===== src/rtl/pcm_ser_pkg.sv =====
package pcm_ser_pkg;
  localparam int SLOT_BITS = 32;
  localparam int SLOT_W    = $clog2(SLOT_BITS);
  localparam int WORD_MAX  = 24;

  typedef struct packed {
    logic              frameLoad;  // last system cycle of a frame
    logic              rightSlot;  // second half of the frame
    logic [SLOT_W-1:0] slotBit;    // bit position inside the current slot
  } ser_strobe_t;

  function automatic logic [SLOT_W:0] wordBits(input logic [1:0] sel);
    case (sel)
      2'd0:    wordBits = (SLOT_W+1)'(16);
      2'd1:    wordBits = (SLOT_W+1)'(18);
      2'd2:    wordBits = (SLOT_W+1)'(20);
      default: wordBits = (SLOT_W+1)'(24);
    endcase
  endfunction
endpackage


===== src/rtl/pcm_ser_ctrl.sv =====
module pcm_ser_ctrl
  import pcm_ser_pkg::*;
#(
  parameter int MCLK_PER_BCLK = 4
) (
  input  logic        clk,
  input  logic        rstN,
  output ser_strobe_t strb,
  output logic        mclk,
  output logic        bclk,
  output logic        ws
);
  localparam int PH_W    = $clog2(2 * MCLK_PER_BCLK);
  localparam int FRAME_W = $clog2(2 * SLOT_BITS);
  localparam int CNT_W   = PH_W + FRAME_W;

  logic [CNT_W-1:0] phaseCnt;

  always_ff @(posedge clk) begin
    if (!rstN) phaseCnt <= '0;
    else       phaseCnt <= phaseCnt + 1'b1;
  end

  assign mclk = phaseCnt[0];
  assign bclk = phaseCnt[PH_W-1];
  assign ws   = phaseCnt[CNT_W-1];

  assign strb.frameLoad = &phaseCnt;
  assign strb.rightSlot = phaseCnt[CNT_W-1];
  assign strb.slotBit   = phaseCnt[CNT_W-2:PH_W];
endmodule


===== src/rtl/pcm_ser_datapath.sv =====
module pcm_ser_datapath
  import pcm_ser_pkg::*;
#(
  parameter int NUM_LANES = 4,
  parameter int LSEL_W    = 2
) (
  input  logic                            clk,
  input  logic                            rstN,
  input  ser_strobe_t                     strb,
  input  logic                            inValid,
  input  logic [2*NUM_LANES*WORD_MAX-1:0] inSamples,
  input  logic [1:0]                      wordLenSel,
  input  logic                            rightJustify,
  input  logic [LSEL_W-1:0]               laneCountSel,
  output logic [NUM_LANES-1:0]            sd
);
  localparam int NUM_CH = 2 * NUM_LANES;
  localparam int PW     = SLOT_W + 1;

  logic [NUM_CH*WORD_MAX-1:0] pendSamples;
  logic [NUM_CH*WORD_MAX-1:0] actSamples;
  logic [1:0]                 actWl;
  logic                       actRj;
  logic [LSEL_W-1:0]          actLanes;
  logic [PW-1:0]              wBits;

  always_ff @(posedge clk) begin
    if (!rstN)        pendSamples <= '0;
    else if (inValid) pendSamples <= inSamples;
  end

  always_ff @(posedge clk) begin
    if (!rstN) begin
      actSamples <= '0;
      actWl      <= '0;
      actRj      <= 1'b0;
      actLanes   <= '0;
    end else if (strb.frameLoad) begin
      actSamples <= pendSamples;
      actWl      <= wordLenSel;
      actRj      <= rightJustify;
      actLanes   <= laneCountSel;
    end
  end

  assign wBits = wordBits(actWl);

  for (genvar l = 0; l < NUM_LANES; l++) begin : gLane
    logic [SLOT_BITS-1:0] wordPad;
    logic [PW-1:0]        pos;
    logic [SLOT_W-1:0]    idx;
    logic                 inWord;
    logic                 laneOn;

    always_comb begin
      wordPad = '0;
      wordPad[WORD_MAX-1:0] = strb.rightSlot ? actSamples[(2*l+1)*WORD_MAX +: WORD_MAX]
                                             : actSamples[(2*l)*WORD_MAX +: WORD_MAX];
      pos = {1'b0, strb.slotBit};
      if (!actRj) begin
        inWord = pos < wBits;
        idx    = SLOT_W'(wBits - PW'(1) - pos);
      end else begin
        inWord = pos >= (PW'(SLOT_BITS) - wBits);
        idx    = SLOT_W'(SLOT_BITS - 1) - strb.slotBit;
      end
      laneOn = LSEL_W'(l) <= actLanes;
      sd[l]  = laneOn && inWord && wordPad[idx];
    end
  end
endmodule


===== src/rtl/pcm_lane_serializer.sv =====
module pcm_lane_serializer
  import pcm_ser_pkg::*;
#(
  parameter int NUM_LANES     = 4,
  parameter int MCLK_PER_BCLK = 4
) (
  input  logic                            clk,
  input  logic                            rstN,
  input  logic                            inValid,
  input  logic [2*NUM_LANES*WORD_MAX-1:0] inSamples,
  input  logic [1:0]                      wordLenSel,
  input  logic                            rightJustify,
  input  logic [((NUM_LANES > 1) ? $clog2(NUM_LANES) : 1)-1:0] laneCountSel,
  output logic                            mclk,
  output logic                            bclk,
  output logic                            ws,
  output logic [NUM_LANES-1:0]            sd
);
  localparam int LSEL_W = (NUM_LANES > 1) ? $clog2(NUM_LANES) : 1;

  ser_strobe_t strb;

  pcm_ser_ctrl #(.MCLK_PER_BCLK(MCLK_PER_BCLK)) uCtrl (
    .clk  (clk),
    .rstN (rstN),
    .strb (strb),
    .mclk (mclk),
    .bclk (bclk),
    .ws   (ws)
  );

  pcm_ser_datapath #(.NUM_LANES(NUM_LANES), .LSEL_W(LSEL_W)) uDp (
    .clk          (clk),
    .rstN         (rstN),
    .strb         (strb),
    .inValid      (inValid),
    .inSamples    (inSamples),
    .wordLenSel   (wordLenSel),
    .rightJustify (rightJustify),
    .laneCountSel (laneCountSel),
    .sd           (sd)
  );
endmodule


===== config.mk =====
export PLATFORM = sky130hd
export DESIGN_NAME = pcm_lane_serializer
export DESIGN_NICKNAME = d
export VERILOG_FILES = /design/src/rtl/pcm_ser_pkg.sv /design/src/rtl/pcm_ser_ctrl.sv /design/src/rtl/pcm_ser_datapath.sv /design/src/rtl/pcm_lane_serializer.sv
export SDC_FILE = /design/constraint.sdc
export NUM_CORES = 1
export LEC_CHECK = 0
export ABC_AREA = 0
export BUFFER_PORTS_ARGS = -buffer_cell sky130_fd_sc_hd__clkbuf_2
export CAP_MARGIN = 20
export CELL_PAD_IN_SITES_DETAIL_PLACEMENT = 0
export CELL_PAD_IN_SITES_GLOBAL_PLACEMENT = 2
export CORE_MARGIN = 1
export CORE_UTILIZATION = 35
export CTS_CLUSTER_SIZE = 30
export DETAILED_ROUTE_END_ITERATION = 16
export MAX_ROUTING_LAYER = met4
export PLACE_DENSITY_LB_ADDON = 0.1
export SLEW_MARGIN = 25
export SYNTH_ARGS = -nofsm -noshare
export SYNTH_HDL_FRONTEND = slang
export SYNTH_SLANG_ARGS = --single-unit

===== constraint.sdc =====
create_clock -name clk -period 3.4 [get_ports clk]
set_clock_uncertainty 0.2 [all_clocks]
set_input_delay 0.85 -clock clk [delete_from_list [all_inputs] [get_ports clk]]
set_output_delay 0.85 -clock clk [all_outputs]
set_load 0.02 [all_outputs]

==> flow_metrics.tcl, run 1 <==
set metrics [dict create \
    status "complete, but fails checks" \
    violations "negative setup slack" \
    nNetsFinal 1917 \
    antenna_found_initial 2 \
    hold_buffers 0 \
    critPathLaunchType "flip-flop" \
    final_hold_viol_count 0 \
    cts.clk_slew.worst_paths_ns 0.05 \
    total_power_mw 10.21 \
    critical_path.max_fanout 4 \
    synth_top_area_share_pct 46.82 \
    max-vdd-ir-drop_v 0.0002786 \
    drive_gt1_share_pct 23.47 \
    async_flop_share_pct 0 \
    worst-path-buf-inv 4 \
    required_ns 2.35 \
    cpPeakStageDelay_ns 0.52 \
    relSlewSlack_pct 56.04 \
    start_util_pct 35.57 \
    setup_slack_ns -0.7040 \
    syn_area_per_cell_um2 11.48 \
    rsz0062_at_grt "yes" \
    grt_pass1_vias 10840 \
    period_share_pct 120.7 \
    fin_cells 2351 \
    die_area_um2 49510 \
    grt_usage_pct 17.13 \
    cp.depth 11 \
    crit_top_cell "ha_4" \
    r2r_start "uCtrl.phaseCnt[3]" \
    worst_pin_slew_ns 0.6577 \
    ant_nets 0 \
    pin_count 207 \
    cp_top_family "adder cells" \
    yosysTopAreaCell "dfxtp_1" \
    power_density_nw_per_um2 487.8 \
    synthesis.nets 1699 \
    drv_cap 0 \
    hp-start "uCtrl.phaseCnt[0]" \
    cts_tree "built" \
    overflow 0 \
    max_freq_mhz 243.7 \
    crit_type "flip-flop to output port" \
    grt_max_degree 117 \
    grt_first_pass_wirelength_mm 63.92 \
    cp-endpoint "sd[2]" \
    area.growth.synth_to_final_pct 22.95 \
    synth_edf_count 0 \
    r2r_slack_ns 0.77 \
    r2r-end "uDp.actSamples[109]" \
    dieWidth_um 222.5 \
    firstDrtPassIters 4 \
    critPathCaptureType "output port" \
    syn-cell-area_um2 17020 \
    wire_per_inst_um 17.48 \
    dpl.hpwl_mm 27.95 \
    drc 0 \
    synth-seq-cells 398 \
    maxSlewViolCount 0 \
    io_buffers 206 \
    h-tree-depth 2 \
    path_cells "inv_4 -> ha_4 -> ha_4 -> inv_2 -> fa_2 -> mux2i_4 -> buf_6 -> a211oi_2 -> or4_4 -> a31oi_4 -> buf_8" \
    root_buffer "clkbuf_16" \
    synth_area_leaders "dfxtp_1 47%, mux2i_1 23%, nor2b_1 14%, mux4_1 3.7%, mux4_2 3.2%" \
    post_drt_via_cell_ratio 4.632 \
    ys_types 45 \
    synth_flop_cell "dfxtp_1" \
    routed-via-count 10890 \
    num_rows 80 \
    globalplace.congestion 0.8021 \
    coreArea_um2 47850 \
    period_needed_ns 4.104 \
    fillerInstances 4593 \
    synthTopCellsByCount "398 x dfxtp_1, 397 x mux2i_1, 391 x nor2b_1" \
    clkLatencyLatePin_ns 0.57 \
    cts_made_buffers 47 \
    die_y_um 222.5 \
    finalSetupViolCount 4 \
    min_path_type "flip-flop to flip-flop" \
    synth_cells 1483 \
    r2r_cells 7 \
    slowest_stage "or4_4" \
    leakage_nw 8.049 \
    critPathLaunch "uDp.actWl[1]" \
    synth.most_common_cell "dfxtp_1" \
    routed_wl_mm 41.09 \
    yosys_warnings 0 \
    drt_iter0_markers 460 \
    crit_arrival_ns 3.05 \
    dpl.cell_count 2257 \
    cts_buffer_depth 3 \
    ys_seq_area_share_pct 46.82 \
    cts.sinks 398 \
]
==> worst register-to-register path, delay by kind of cell, from the launching register on <==
family        cells  cell delay (ns)
simple gates      3             0.59
buf+inv           2             0.53
flops             1             0.46
mux               1             0.23
fa+ha+maj         1             0.51
==> metal layers <==
metal	vias up	track usage, %	wire [um]
met1	5103	23.49	20520
met2	165	25.69	18240
met3	52	3.002	1649
met4	0	5.006	684
li1	5570	-	-
met5	-	-	0
==> registers in the layout (all words and copies together) (netlist names) <==
name and cells:
uDp.actSamples 192, uDp.pendSamples 192, uCtrl.phaseCnt 9, uDp.actLanes 2, uDp.actWl 2, uDp.actRj 1
==> worst min path at each step <==
stage / end / slack, ns / depth (start not counted)
final: uCtrl.phaseCnt[0] / 0.27 / 1
after global routing: uCtrl.phaseCnt[0] / 0.30 / 1
after CTS: uCtrl.phaseCnt[0] / 0.28 / 1
after detailed placement: uCtrl.phaseCnt[0] / 0.26 / 1
after global placement: uCtrl.phaseCnt[0] / 0.25 / 1
after floorplan: uDp.actSamples[121] / 0.27 / 2
==> placed cells by master, fill, tap and decap left out, types with 3 or more instances in the layout <==
cell       instances
mux2i_1          396
dfxtp_1          394
nor2b_1          390
clkbuf_2         200
clkbuf_16         49
buf_4             40
nand2_1           26
mux4_2            24
mux4_1            24
buf_12            22
clkbuf_1          18
clkbuf_8          13
inv_1             10
nand3_1            9
and3_1             8
ha_1               7
ha_4               7
and2_1             6
or3_1              5
a211oi_2           5
nor2_1             5
clkinv_2           5
buf_6              5
dfxtp_4            4
xnor2_1            3
nand2_2            3
a211oi_1           3
o211ai_1           3
buf_8              3
==> area by class of cell <==
| class | count | area, um^2 | share of cell area [%] |
|---|---|---|---|
| antenna | 2 | 5.005 | 0.02392 |
| clock buffer | 77 | 1431 | 6.841 |
| clock inverter | 5 | 25.02 | 0.1196 |
| inverter | 14 | 57.56 | 0.2751 |
| multi-input combinational | 967 | 8768 | 41.91 |
| sequential | 398 | 7983 | 38.15 |
| tap | 615 | 769.5 | 3.678 |
| timing repair buffer | 273 | 1884 | 9.006 |
==> where the power goes <==
group          leakage (nW)  switching (mW)  internal, mW
Clock                 0.717            1.92          2.85
Sequential             3.25          0.0795          4.80
Combinational          4.08           0.250         0.311
==> cells by family (layout without fill, tap and decap cells) <==
family	Yosys count	in the layout	synth area share [%]
multiplexers	447	448	30.36
XOR/XNOR	5	5	0.2573
flip-flops	398	398	46.82
other	0	2	0
adder cells (fa/ha/maj)	16	16	1.220
AND/OR/NAND/NOR	466	466	16.62
buffers and inverters	119	369	3.352
AO/OA/AOI/OAI	32	32	1.375
==> stage by stage <==
step	setup WS, ns	utilization, %	instance area [um^2]	hold WS, ns	TNS [ns]
2_1_floorplan	0.007116	-	17100	0.2736	0
3_3_place_gp	-0.2318	39.99	19130	0.2531	-0.8593
3_5_place_dp	-0.2743	39.99	19130	0.2630	-1.027
4_1_cts	-0.7356	43.38	20760	0.2803	-2.844
5_1_grt	-0.8162	43.73	20920	0.2958	-3.162
6_report	-0.7040	43.73	20920	0.2715	-2.660
==> repair_timing <==
action	CTS	global route
setup endpoints to repair	4	4
pin swaps	14	10
resized for setup	30	24
cloned	1	0
buffers inserted	5	6
No activity file was read; power rests on OpenSTA's default activity.
==> run 2: changes to the inputs <==
--- a/config.mk
+++ b/config.mk
@@ -5,15 +5,16 @@
 export SDC_FILE = /design/constraint.sdc
 export NUM_CORES = 1
 export LEC_CHECK = 0
-export ABC_AREA = 0
+export ABC_AREA = 1
 export BUFFER_PORTS_ARGS = -buffer_cell sky130_fd_sc_hd__clkbuf_2
 export CAP_MARGIN = 20
 export CELL_PAD_IN_SITES_DETAIL_PLACEMENT = 0
 export CELL_PAD_IN_SITES_GLOBAL_PLACEMENT = 2
 export CORE_MARGIN = 1
-export CORE_UTILIZATION = 35
+export CORE_UTILIZATION = 29
 export CTS_CLUSTER_SIZE = 30
 export DETAILED_ROUTE_END_ITERATION = 16
+export GPL_ROUTABILITY_DRIVEN = 0
 export MAX_ROUTING_LAYER = met4
 export PLACE_DENSITY_LB_ADDON = 0.1
 export SLEW_MARGIN = 25
==> flow_metrics.tcl, run 2 <==
set metrics [dict create \
    status "complete, but fails checks" \
    violations "negative setup slack" \
    hold_buffers 0 \
    pin_count 207 \
    largestRegisters "uDp.actSamples x192, uDp.pendSamples x192, uCtrl.phaseCnt x9" \
    worst_pin_slew_ns 0.8701 \
    drv_cap 0 \
    rsz0062_at_grt "yes" \
    async_flop_share_pct 0 \
    start_util_pct 29.51 \
    ys_types 27 \
    drive_gt1_share_pct 14.99 \
    max-vdd-ir-drop_v 0.0003394 \
    firstDrtPassIters 5 \
    yosysTopAreaCell "dfxtp_1" \
    synthesis.nets 2444 \
    root_buffer "clkbuf_16" \
    relSlewSlack_pct 42.00 \
    max_freq_mhz 252.3 \
    overflow 0 \
    grt_max_degree 195 \
    ys_seq_area_share_pct 49.88 \
    critPathCaptureType "output port" \
    routed_wl_mm 52.92 \
    die_area_um2 56020 \
    drt_iter0_markers 944 \
    required_ns 2.35 \
    synth.most_common_cell "nor2_1" \
    drc 0 \
    post_drt_via_cell_ratio 4.707 \
    nNetsFinal 2570 \
    wire_per_inst_um 17.16 \
    dpl_cell_area_um2 17550 \
    grt_usage_pct 19.50 \
    final_common_cell "nor2_1" \
    routed-via-count 14520 \
    cts.clk_slew.worst_paths_ns 0.06 \
    h-tree-depth 2 \
    critical_path.max_fanout 12 \
    stdcell_area_um2 19260 \
    dpl.cell_count 2998 \
    finalSetupTns_ns -2.088 \
    synthTopCellsByCount "794 x nor2_1, 398 x dfxtp_1, 392 x o21ai_0" \
    finalSetupViolCount 4 \
    grt_pass1_vias 14290 \
    antenna_cells 0 \
    fin_cells 3084 \
    dpl.hpwl_mm 34.58 \
    min_path_type "flip-flop to flip-flop" \
    syn-cell-area_um2 15970 \
    period_needed_ns 3.964 \
    clkLatencyLatePin_ns 0.58 \
    grt_first_pass_wirelength_mm 83.43 \
    cts_buffer_depth 3 \
    leakage_nw 8.620 \
    synth_flop_cell "dfxtp_1" \
    synth_edf_count 0 \
    coreArea_um2 54130 \
    die_y_um 236.7 \
    critPathLaunchType "flip-flop" \
    setup_slack_ns -0.5638 \
    fillerInstances 5905 \
    mostFrequentLayoutCells "792 x nor2_1, 393 x dfxtp_1, 392 x o21ai_0" \
    synth-seq-cells 398 \
    crit_type "flip-flop to output port" \
    io_buffers 206 \
    maxSlewViolCount 0 \
    cts.sinks 398 \
    synth_cells 2228 \
    power_density_nw_per_um2 542.4 \
    cts_tree "built" \
    final_hold_viol_count 0 \
    total_power_mw 10.45 \
    num_rows 85 \
    finish.utilization_pct 35.58 \
    antenna_found_initial 0 \
    crit_arrival_ns 2.91 \
    ant_nets 0 \
    area.growth.synth_to_final_pct 20.58 \
    syn_area_per_cell_um2 7.170 \
    synth_area_leaders "dfxtp_1 50%, nor2_1 19%, o21ai_0 12%, nand2_1 5.4%, nand3_1 5.1%" \
    synth_top_area_share_pct 49.88 \
    cts_made_buffers 47 \
    dieWidth_um 236.7 \
    yosys_warnings 0 \
    period_share_pct 116.6 \
]
-- run 2: cell count changes after synthesis, sizes merged, moves of 47 or more --
| cell | delta |
|---|---|
| clkbuf | +47 |
| mux2i | -397 |
| mux4 | -48 |
| nand2 | +202 |
| nand3 | +156 |
| nor2 | +789 |
| nor2b | -391 |
| o21ai | +395 |
-- run 2: through the flow --
step / hold slack (ns) / worst slack (ns)
final: 0.2719 / -0.5638
after global placement: 0.2493 / -0.05773
after detailed placement: 0.2654 / -0.1283
after CTS: 0.2490 / -0.6101
after global routing: 0.2701 / -0.6915
after floorplan: 0.2495 / 0.1609
-- run 2: power by group --
part	leakage, nW	internal (mW)	switching (mW)	total (mW)
logic	4.60	0.197	0.299	0.496
clock network	0.764	3.00	2.04	5.04
registers	3.26	4.83	0.0876	4.91
-- run 2: area by class of cell --
cell class | instances | area (um^2) | share of cell area, %
clock buffers | 69 | 1400 | 7.269
clock inverters | 14 | 141.4 | 0.7341
inverters | 26 | 116.4 | 0.6041
multi-input cells | 1635 | 7192 | 37.34
flip-flops and latches | 398 | 7976 | 41.41
well taps | 696 | 870.8 | 4.521
repair buffers | 246 | 1564 | 8.120
-- run 2: worst max-delay path, cell delays in order (launching register included) --
cell and delay (ns):
dfxtp_2 0.33, inv_2 0.05, ha_4 0.17, ha_4 0.16, inv_2 0.05, fa_1 0.41
o21ai_2 0.20, buf_4 0.27, nand2_1 0.07, a21oi_1 0.14, nor2_1 0.06, nor2_1 0.10
nor2_1 0.05, buf_4 0.14, clkbuf_8 0.14
-- run 2: per-layer routing --
metal | routed length (um) | global-route usage, % | up-vias
li1 | - | - | 7449
met1 | 28430 | 29.28 | 6761
met2 | 21660 | 27.03 | 244
met3 | 1892 | 2.530 | 62
met4 | 942 | 5.077 | 0
met5 | 0 | - | -
-- run 2: timing repair --
item                       in CTS  in global routing
buffers inserted                2                  1
setup endpoints to repair       4                  4
gates resized for setup        20                 16
pin swaps                       5                  2
-- run 2: worst paths after layout --
path / from / to / slack, ns / cells after the start
worst max-delay path: uDp.actWl[1] / sd[3] / -0.56 / 14
worst min-delay path: uCtrl.phaseCnt[0] / uCtrl.phaseCnt[0] / 0.27 / 1
worst max register to register: uCtrl.phaseCnt[0] / uDp.actSamples[95] / 0.42 / 9
worst min register to register: uCtrl.phaseCnt[0] / uCtrl.phaseCnt[0] / 0.27 / 1
-- run 2: cell families after synthesis --
family	Yosys count	synth area share, %
AO/OA/AOI/OAI	422	13.45
XOR/XNOR	2	0.1097
adder cells (fa/ha/maj)	16	1.300
buffers and inverters	195	5.710
flip-flops	398	49.88
AND/OR/NAND/NOR	1195	29.55
==> run 3: changes to the inputs <==
--- a/config.mk
+++ b/config.mk
@@ -21,3 +21,4 @@
 export SYNTH_ARGS = -nofsm -noshare
 export SYNTH_HDL_FRONTEND = slang
 export SYNTH_SLANG_ARGS = --single-unit
+export TNS_END_PERCENT = 5
==> constraint.sdc (replaced) <==
create_clock -name clk -period 3.4 [get_ports clk]
set_clock_uncertainty 0.2 [all_clocks]
set_input_delay 0.34 -clock clk [delete_from_list [all_inputs] [get_ports clk]]
set_output_delay 0.34 -clock clk [all_outputs]
set_load 0.02 [all_outputs]
==> flow_metrics.tcl, run 3 (same netlist as run 2, synthesis figures left out) <==
set metrics [dict create \
    status "complete, but fails checks" \
    violations "negative setup slack" \
    preCtsSetupSlack_ns 0.2299 \
    grt_first_pass_wirelength_mm 87.06 \
    critical_path.max_fanout 4 \
    critPathLaunchType "flip-flop" \
    root_buffer "clkbuf_16" \
    final_common_cell "nor2_1" \
    r2r_cells 9 \
    cts_buffer_depth 3 \
    final_hold_viol_count 0 \
    io_buffers 206 \
    routed_wl_mm 54.91 \
    drv_cap 0 \
    mostFrequentLayoutCells "787 x nor2_1, 394 x dfxtp_1, 392 x o21ai_0" \
    crit_type "flip-flop to output port" \
    cts_made_buffers 47 \
    rsz0062_at_grt "yes" \
    cts.clk_slew.worst_paths_ns 0.06 \
    period_share_pct 102.2 \
    drive_gt1_share_pct 14.06 \
    max_freq_mhz 287.8 \
    finish.utilization_pct 39.37 \
    drc 0 \
    dpl.hpwl_mm 33.77 \
    dieWidth_um 236.7 \
    antenna_found_initial 0 \
    wire_per_inst_um 16.71 \
    largestRegisters "uDp.actSamples x192, uDp.pendSamples x192, uCtrl.phaseCnt x9" \
    cts.sinks 398 \
    nNetsFinal 2769 \
    period_needed_ns 3.474 \
    clkLatencyLatePin_ns 0.58 \
    ant_nets 0 \
    area.growth.synth_to_final_pct 33.43 \
    critPathCaptureType "output port" \
    drt_iter0_markers 955 \
    maxSlewViolCount 0 \
    num_rows 85 \
    antenna_cells 0 \
    pin_count 207 \
    overflow 0 \
    h-tree-depth 2 \
    firstDrtPassIters 5 \
    stdcell_area_um2 21310 \
    die_y_um 236.7 \
    use_met2_pct 29.31 \
    start_util_pct 29.51 \
    die_area_um2 56020 \
    max-vdd-ir-drop_v 0.0003378 \
    cts_tree "built" \
    power_density_nw_per_um2 504.3 \
    min_path_type "input pin to flip-flop" \
    hold_depth 3 \
    coreArea_um2 54130 \
    grt_usage_pct 20.19 \
    dpl_cell_area_um2 17450 \
    setup_slack_ns -0.07447 \
    crit_arrival_ns 2.93 \
    finalSetupTns_ns -0.1948 \
    met3_usage_pct 2.705 \
    required_ns 2.86 \
    relSlewSlack_pct 40.34 \
    use_met1_pct 29.34 \
    finalSetupViolCount 4 \
    busiest_layer "met1" \
    leakage_nw 9.452 \
    grt_max_degree 195 \
    post_drt_via_cell_ratio 4.634 \
    worst_pin_slew_ns 0.8949 \
    grt_pass1_vias 15280 \
    fillerInstances 5747 \
    routed-via-count 15220 \
]
## run 3: changes by cell type in the layout (fill, tap and decap cells not counted), moves of 3 or more
cell / delta
dlygate4sd3_1: +197
nor2_1: -5
clkbuf_1: +4
nand2_1: -4
nand2_2: +4
buf_12: -3
nand3_1: +3
nand3_2: -3
nor2_4: +3
## run 3: layer usage
metal  routed length (um)  up-vias
met5                    0        -
met4                  954        0
met3                 2072       63
met2                22950      282
met1                28930     7035
li1                     -     7843
## run 3: path summary, 6_finish.rpt
| check | startpoint | to | slack, ns |
|---|---|---|---|
| min reg2reg | uDp.pendSamples[91] | uDp.actSamples[91] | 0.27 |
| max reg2reg | uCtrl.phaseCnt[3] | uDp.actSamples[64] | 0.46 |
| min | inValid | uDp.pendSamples[19] | 0.05 |
| max | uDp.actWl[1] | sd[2] | -0.07 |
## run 3: cell type report
| type | count | area (um^2) | area share, % |
|---|---|---|---|
| inverter | 26 | 120.1 | 0.5635 |
| clock inverter | 13 | 183.9 | 0.8629 |
| tap | 696 | 870.8 | 4.086 |
| clock buffer | 72 | 1401 | 6.575 |
| sequential | 398 | 7975 | 37.42 |
| multi-input combinational | 1636 | 7227 | 33.91 |
| timing repair buffer | 444 | 3536 | 16.59 |
## run 3: through the flow
| stage | cells | power, mW | hold slack (ns) |
|---|---|---|---|
| after floorplan | 2228 | 5.264 | 0.2495 |
| after global placement | 2991 | 5.517 | 0.2481 |
| after detailed placement | 2991 | 5.519 | 0.2642 |
| after CTS | 3280 | 10.92 | 0.01222 |
| after global routing | 3285 | 11.21 | 0.06205 |
| final | 3285 | 10.75 | 0.05222 |
## run 3: critical path: stages (launching register included)
cell	delay, ns
dfxtp_2	0.33
inv_2	0.05
ha_4	0.16
ha_4	0.16
inv_2	0.05
fa_1	0.42
o21ai_2	0.21
clkinvlp_4	0.19
clkbuf_16	0.18
nand3_1	0.07
nand2_1	0.06
nor2_2	0.11
nor2_2	0.06
nor2_4	0.16
buf_8	0.14
## run 3: report_power, final
group	total (mW)	leakage, nW	switching [mW]	internal (mW)
registers	4.91	3.26	0.0878	4.83
logic	0.677	5.41	0.333	0.345
clock network	5.16	0.782	2.02	3.14
total	10.7	9.45	2.44	8.31
## run 3: timing repair
action                     CTS  global route
setup endpoints to repair    4             4
resized for setup           32            19
pin swaps                    8             8
hold endpoints to repair   197             0
hold buffers               197             0
cloned                       1             1
setup buffers                6             4
